`config.mk`:
```
export PLATFORM = sky130hd
export DESIGN_NAME = irq_req_latch
export DESIGN_NICKNAME = d
export VERILOG_FILES = /design/src/rtl/irq_latch_pkg.sv /design/src/rtl/irq_latch_rst_sync.sv /design/src/rtl/irq_latch_mode_reg.sv /design/src/rtl/irq_latch_line_cell.sv /design/src/rtl/irq_req_latch.sv
export SDC_FILE = /design/constraint.sdc
export NUM_CORES = 1
export LEC_CHECK = 0
export ABC_AREA = 1
export BUFFER_PORTS_ARGS = -buffer_cell sky130_fd_sc_hd__buf_2
export CORE_MARGIN = 8
export CORE_UTILIZATION = 44
export CTS_BUF_LIST = sky130_fd_sc_hd__clkbuf_16
export DETAILED_ROUTE_END_ITERATION = 16
export MAX_ROUTING_LAYER = met4
export PLACE_DENSITY = 0.79
export SYNTH_ARGS = -nofsm -noshare
export SYNTH_HDL_FRONTEND = slang
export SYNTH_SLANG_ARGS = --single-unit
```
`constraint.sdc`:
```
create_clock -name clk -period 0.95 [get_ports clk]
set_input_delay 0.19 -clock clk [delete_from_list [all_inputs] [get_ports clk]]
set_output_delay 0.19 -clock clk [all_outputs]
set_load 0.01 [all_outputs]
```
`src/rtl/irq_latch_pkg.sv`:
```
package irq_latch_pkg;

  typedef enum logic {
    SENSE_EDGE  = 1'b0,
    SENSE_LEVEL = 1'b1
  } sense_e;

  // Next request value for one line; re-init handled by the caller.
  function automatic logic next_request(
    input sense_e sense,
    input logic   line_now,
    input logic   line_prev,
    input logic   req_now,
    input logic   clr
  );
    logic nxt;
    if (sense == SENSE_LEVEL) begin
      nxt = line_now;
    end else if (line_now && !line_prev) begin
      nxt = 1'b1;            // new edge beats a clear
    end else if (clr) begin
      nxt = 1'b0;
    end else begin
      nxt = req_now;
    end
    return nxt;
  endfunction

endpackage

```
`src/rtl/irq_latch_rst_sync.sv`:
```
module irq_latch_rst_sync #(
  parameter int STAGES = 2
) (
  input  logic clk,
  input  logic rst_n,
  output logic rst_sync_n
);

  logic [STAGES-1:0] chain_q;
  logic [STAGES-1:0] chain_d;

  always_comb begin
    chain_d = {chain_q[STAGES-2:0], 1'b1};
  end

  always_ff @(posedge clk or negedge rst_n) begin
    if (!rst_n) begin
      chain_q <= '0;
    end else begin
      chain_q <= chain_d;
    end
  end

  assign rst_sync_n = chain_q[STAGES-1];

endmodule

```
`src/rtl/irq_latch_mode_reg.sv`:
```
module irq_latch_mode_reg #(
  parameter int                 NUM_LINES     = 8,
  parameter logic [NUM_LINES-1:0] WRITABLE_MASK = 8'hF8
) (
  input  logic                 clk,
  input  logic                 rst_n,
  input  logic                 wr_en,
  input  logic [NUM_LINES-1:0] wr_data,
  output logic [NUM_LINES-1:0] mode_q
);

  logic [NUM_LINES-1:0] mode_d;

  always_comb begin
    mode_d = mode_q;
    if (wr_en) begin
      mode_d = wr_data & WRITABLE_MASK;
    end
  end

  always_ff @(posedge clk or negedge rst_n) begin
    if (!rst_n) begin
      mode_q <= '0;
    end else if (wr_en) begin
      mode_q <= mode_d;
    end
  end

  assert_mode_store_R6: assert property (@(posedge clk) disable iff (!rst_n)
    wr_en |=> (mode_q == ($past(wr_data) & WRITABLE_MASK)));

  assert_mode_hold_R11: assert property (@(posedge clk) disable iff (!rst_n)
    !wr_en |=> $stable(mode_q));

  assert_mode_fixed_R6: assert property (@(posedge clk) disable iff (!rst_n)
    ((mode_q & ~WRITABLE_MASK) == '0));

endmodule

```
`src/rtl/irq_latch_line_cell.sv`:
```
module irq_latch_line_cell
  import irq_latch_pkg::*;
(
  input  logic clk,
  input  logic rst_n,
  input  logic reinit,
  input  logic line,
  input  logic level_mode,
  input  logic clr,
  output logic req_o
);

  logic   req_q;
  logic   prev_q;
  logic   req_d;
  logic   prev_d;
  sense_e sense;

  assign sense = level_mode ? SENSE_LEVEL : SENSE_EDGE;

  always_comb begin
    if (reinit) begin
      req_d  = 1'b0;
      prev_d = 1'b0;
    end else begin
      req_d  = next_request(sense, line, prev_q, req_q, clr);
      prev_d = line;
    end
  end

  always_ff @(posedge clk or negedge rst_n) begin
    if (!rst_n) begin
      req_q  <= 1'b0;
      prev_q <= 1'b0;
    end else begin
      req_q  <= req_d;
      prev_q <= prev_d;
    end
  end

  assign req_o = req_q;

  assert_level_follow_R2: assert property (@(posedge clk) disable iff (!rst_n)
    (level_mode && !reinit) |=> (req_q == $past(line)));

  assert_edge_set_R3: assert property (@(posedge clk) disable iff (!rst_n)
    (!level_mode && !reinit && line && !prev_q) |=> req_q);

  assert_edge_hold_R4: assert property (@(posedge clk) disable iff (!rst_n)
    (!level_mode && !reinit && !line && !clr) |=> $stable(req_q));

  assert_no_retrigger_R5: assert property (@(posedge clk) disable iff (!rst_n)
    (!level_mode && !reinit && line && prev_q && clr) |=> !req_q);

  assert_edge_clear_R7: assert property (@(posedge clk) disable iff (!rst_n)
    (!level_mode && !reinit && clr && !(line && !prev_q)) |=> !req_q);

  assert_edge_wins_R9: assert property (@(posedge clk) disable iff (!rst_n)
    (!level_mode && !reinit && clr && line && !prev_q) |=> req_q);

  assert_reinit_clear_R10: assert property (@(posedge clk) disable iff (!rst_n)
    reinit |=> (!req_q && !prev_q));

  always @(posedge clk) begin
    if (!rst_n) begin
      assert_reset_state_R1: assert (!req_q && !prev_q);
    end
  end

endmodule

```
`src/rtl/irq_req_latch.sv`:
```
module irq_req_latch #(
  parameter int                   NUM_LINES     = 8,
  parameter logic [NUM_LINES-1:0] WRITABLE_MASK = 8'hF8,
  parameter int                   SYNC_STAGES   = 2
) (
  input  logic                 clk,
  input  logic                 rst_n,
  input  logic                 reinit,
  input  logic [NUM_LINES-1:0] line_in,
  input  logic                 mode_wr_en,
  input  logic [NUM_LINES-1:0] mode_wr_data,
  input  logic [NUM_LINES-1:0] ack_clr,
  output logic [NUM_LINES-1:0] irr_o,
  output logic [NUM_LINES-1:0] mode_o
);

  logic                 rst_int_n;
  logic [NUM_LINES-1:0] mode_q;

  irq_latch_rst_sync #(
    .STAGES(SYNC_STAGES)
  ) u_rst_sync (
    .clk       (clk),
    .rst_n     (rst_n),
    .rst_sync_n(rst_int_n)
  );

  irq_latch_mode_reg #(
    .NUM_LINES    (NUM_LINES),
    .WRITABLE_MASK(WRITABLE_MASK)
  ) u_mode_reg (
    .clk    (clk),
    .rst_n  (rst_int_n),
    .wr_en  (mode_wr_en),
    .wr_data(mode_wr_data),
    .mode_q (mode_q)
  );

  for (genvar i = 0; i < NUM_LINES; i++) begin : g_line
    irq_latch_line_cell u_cell (
      .clk       (clk),
      .rst_n     (rst_int_n),
      .reinit    (reinit),
      .line      (line_in[i]),
      .level_mode(mode_q[i]),
      .clr       (ack_clr[i]),
      .req_o     (irr_o[i])
    );
  end

  assign mode_o = mode_q;

  always @(posedge clk) begin
    if (!rst_int_n) begin
      assert_reset_outputs_R1: assert (irr_o == '0 && mode_o == '0);
    end
  end

  assert_reinit_keeps_mode_R10: assert property (@(posedge clk) disable iff (!rst_int_n)
    (reinit && !mode_wr_en) |=> $stable(mode_o));

endmodule

```
# ---- Word level (Yosys, flattened, before mapping)
# Cells that the tools add are included.
dict set report totals {
  register_bits 23
  in_bits 28
}
dict set report op_classes {
  muxes 42
  n_reduce_logical 24
}
# cell count
set ops {}
lappend ops {{$mux 1} 42}
lappend ops {{$reduce_bool 4->1} 8}
lappend ops {{$logic_and 1x1->1} 8}
lappend ops {{$logic_not 1->1} 8}

# ---- Logic depth before layout (Yosys ltp)
dict set report depth {
  ltp_word 5
  mapped_depth 5
}

# ---- Modules after synthesis
# From an unflattened synthesis, not the netlist that was laid out.
dict set report hier_totals {
  cells_unflattened 140
  area_unflattened_um2 1056.0
}
# mod n_inst cells_per_inst area_per_inst_um2 seq_area_each_um2
set by_module_without_submodules {}
lappend by_module_without_submodules {irq_latch_line_cell 8 14 98.8 50.0}
lappend by_module_without_submodules {irq_latch_mode_reg 1 25 211.5 125.1}
lappend by_module_without_submodules {irq_latch_rst_sync 1 3 53.8 50.0}

# ---- Least setup slack after synthesis
# No wires, ideal clock.
dict set report synth_path {
  path_kind {input -> register}
  startpoint {input port reinit}
  endpoint {register g_line[0].u_cell.req_q}
  setup_time_ns 0.092
  t_arrival_ns 0.642
  slack_ns 0.216
  cell_stages 3
  cell_sequence {buf_6 -> buf_8 -> o31ai_2}
}
dict set report synth_via {
  elab_chain_cells 1
  elab_cells_between_ends 2
  cone_classes {1 x mux; 1 x reduce/logical}
}
# element line
set synth_rtl {}
lappend synth_rtl {{start, declared} irq_req_latch.sv:8} ;# input logic reinit,
lappend synth_rtl {{$reduce_bool 4->1 (no line) or $mux 1 (tied branches)} n/a}
lappend synth_rtl {{end signal, assigned} irq_latch_line_cell.sv:36} ;# req_q <= req_d;
lappend synth_rtl {{end, declared} irq_latch_line_cell.sv:13} ;# logic req_q;
# Several ways; a longest one is shown, not always the timed one.
# A chain may end at the register's enable or synchronous reset.

# ---- Final worst setup path
dict set report layout_path {
  startpoint {register u_mode_reg.mode_q[7]}
  endpoint {output port mode_o[7]}
}
# element line
set layout_lines {}
lappend layout_lines {{start, declared} irq_latch_mode_reg.sv:9} ;# output logic [NUM_LINES-1:0] mode_q
lappend layout_lines {{start signal, assigned} irq_latch_mode_reg.sv:25} ;# mode_q <= mode_d;
lappend layout_lines {{end, declared} irq_req_latch.sv:14} ;# output logic [NUM_LINES-1:0] mode_o
# No word-level cell between the ends.

==> impl_metrics.py <==
metrics = {
    "route": {
        "viasPerCell": 4.460,
        "num_vias": 785,
        "wire_per_inst_um": 12.12,
        "ant_nets": 0,
        "wirelength_um": 2133,
        "drc": 0,
        "drtPass1Iterations": 4,
        "first_iter_violations": 46,
    },
    "hold_path": {
        "hp-class": "primary input to flip-flop",
    },
    "sta": {
        "setup_ws_ns": -0.02812,
        "setup_viol": 8,
        "finalCriticalPeriod_ns": 0.9781,
        "slew_violations": 0,
        "hold_violations": 0,
        "setup_tns_ns": -0.1222,
        "min_period_over_period_pct": 103.0,
        "clock_skew_ns": 0.003347,
        "fmax_ghz": 1.022,
        "whs_ns": 0.1426,
        "rsz0062_at_grt": "yes",
    },
    "final_layout": {
        "fin_nets": 177,
        "syn2layout_area_growth_pct": 23.69,
        "diodes": 0,
        "drive_above_1_share_pct": 36.49,
        "nFillCells": 200,
        "final_core_util_pct": 58.21,
    },
    "logic_synthesis": {
        "yosys-top-cells-area": "dfrtp_1 (55%), buf_4 (11%), inv_1 (6.4%), nand2_1 (6.4%), nor2_1 (5.4%)",
        "seq_area_frac_synth_pct": 54.76,
        "async_flop_share_pct": 100.0,
        "synth_area_mm2": 0.001051,
        "synth-seq-cells": 23,
        "synth_largest_area_cell": "dfrtp_1",
        "ys.flop_type": "dfrtp_1",
        "ys_warn_count": 0,
        "yosysTopAreaCellShare_pct": 54.76,
        "postSynthCellCount": 114,
        "synth_common_cells": "dfrtp_1 (23), inv_1 (18), nand2_1 (18)",
        "synth.avg_cell_area_um2": 9.219,
        "synth-edff-count": 0,
        "synthMostInstantiatedCell": "dfrtp_1",
        "synth_cell_types": 13,
    },
    "run_status": {
        "outcome": "finished, violations left",
        "violations": "negative setup slack",
    },
    "placement": {
        "routabilityCongestion": 0.7552,
        "io_buffers": 37,
        "dp_hpwl_um": 1687,
        "dp_slack_ns": -0.02450,
    },
    "floorplan": {
        "io_pins": 44,
        "dieArea_mm2": 0.004209,
        "rows": 17,
        "die_y_um": 64.88,
        "coreArea_mm2": 0.002233,
        "fp.dieW_um": 64.88,
        "start_util_pct": 47.06,
    },
    "critical_path": {
        "cp_top_family": "flip-flops",
        "critPathMaxStageDelay_ns": 0.39,
        "worstSetupStartpointType": "flip-flop",
        "crit_chain": "buf_2",
        "critical_path_class": "flip-flop to primary output",
        "worst-path-max-fanout": 3,
        "crit_required_ns": 0.76,
        "critPathCaptureType": "primary output",
        "crit_path_top_delay_cell": "dfrtp_1",
        "critPathBufInv": 1,
        "r2r_slack_ns": 0.04,
        "arrival_ns": 0.79,
    },
    "global_routing": {
        "grt_pass1_vias": 885,
        "grt_pass1_wl_um": 3650,
        "overflow": 0,
        "grt_max_degree": 20,
        "grt_usage_pct": 10.75,
        "antenna_found_initial": 0,
    },
    "clock_network": {
        "cts_root_buffer": "clkbuf_16",
        "clock_sinks": 23,
        "h-tree-depth": 1,
        "cts_tree": "built",
        "clockBufferDepth": 2,
        "clk_latency_ns": 0.25,
        "cts_made_buffers": 3,
        "clk_pin_slew_ns": 0.06,
    },
    "power": {
        "leakagePower_nw": 0.7406,
        "power_mw": 2.272,
        "peakVddDrop_mv": 0.9824,
        "power_density_mw_per_mm2": 1748,
    },
    "run": {
        "cap_violations": 0,
    },
}
## cells by family (layout without fill, tap and decap cells)
logic type	count (synthesis)	after routing	share of synthesized area (%)
AO/OA/AOI/OAI	13	13	8.334
buffers and inverters	37	69	20.83
flip-flops	23	23	54.76
other	2	4	0.7146
AND/OR/NAND/NOR	39	39	15.36
## final cells by class
| type | count | area [µm²] | share of cell area, % |
|---|---|---|---|
| clock buffer | 3 | 75.07 | 5.775 |
| clock inverter | 1 | 7.507 | 0.5775 |
| inverter | 18 | 67.56 | 5.197 |
| multi-input combinational | 56 | 264.0 | 20.31 |
| sequential | 23 | 575.6 | 44.27 |
| tap | 28 | 35.03 | 2.695 |
| timing repair buffer | 47 | 275.3 | 21.17 |
## layer usage
metal  up-vias  global-route usage [%]  routed length (µm)
met5         -                       -                   0
met4         0                   2.997                   0
met3         0                   4.124                 197
met2        32                   16.89                 964
met1       358                   12.54                 971
li1        395                       -                   -
## state kept, by name (all words and copies together) (netlist names)
register              count
g_line.u_cell.req_o       8
u_rst_sync.chain_q        2
u_mode_reg.mode_q         5
g_line.u_cell.prev_q      8
## what timing repair did
action	4_1_cts	5_1_grt
hold buffers	1	0
endpoints found under the setup margin	13	13
setup buffers	6	1
gates resized for setup	0	2
endpoints found under the hold margin	2	0
## final timing paths
path | start | to | cells after the start
max reg2reg | g_line[6].u_cell.req_o | g_line[6].u_cell.req_o | 4
min | mode_wr_data[4] | u_mode_reg.mode_q[4] | 3
min reg2reg | u_rst_sync.chain_q[1] | g_line[7].u_cell.prev_q | 1
max in group asynchronous | rst_n | u_rst_sync.chain_q[1] | 2
min in group asynchronous | u_rst_sync.chain_q[1] | g_line[7].u_cell.prev_q | 1
max | u_mode_reg.mode_q[7] | mode_o[7] | 1
## metrics by stage
stage,instances,instance area [µm²]
after CTS,175,1280
after detailed placement,164,1142
after global placement,164,1142
final,176,1300
after floorplan,116,1059
after global routing,176,1300
## layout by cell type, fill, tap and decap left out, drive strengths merged
cell	n
buf	46
dfrtp	23
inv	18
nand2	18
nor2	16
o21ai	10
nand4	5
conb	4
o31ai	3
clkbuf	3
clkinvlp	1
dlygate4sd3	1
## power breakdown
group / internal [mW] / switching, mW / leakage [nW]
sequential: 1.04 / 0.0314 / 0.291
clock: 0.569 / 0.325 / 0.0371
combinational: 0.142 / 0.161 / 0.413
## worst min-delay path, stage by stage
cell,delay [ns]
buf_2,0.08
nand2_1,0.04
o21ai_0,0.05
Power figures use the tool's default switching activity.
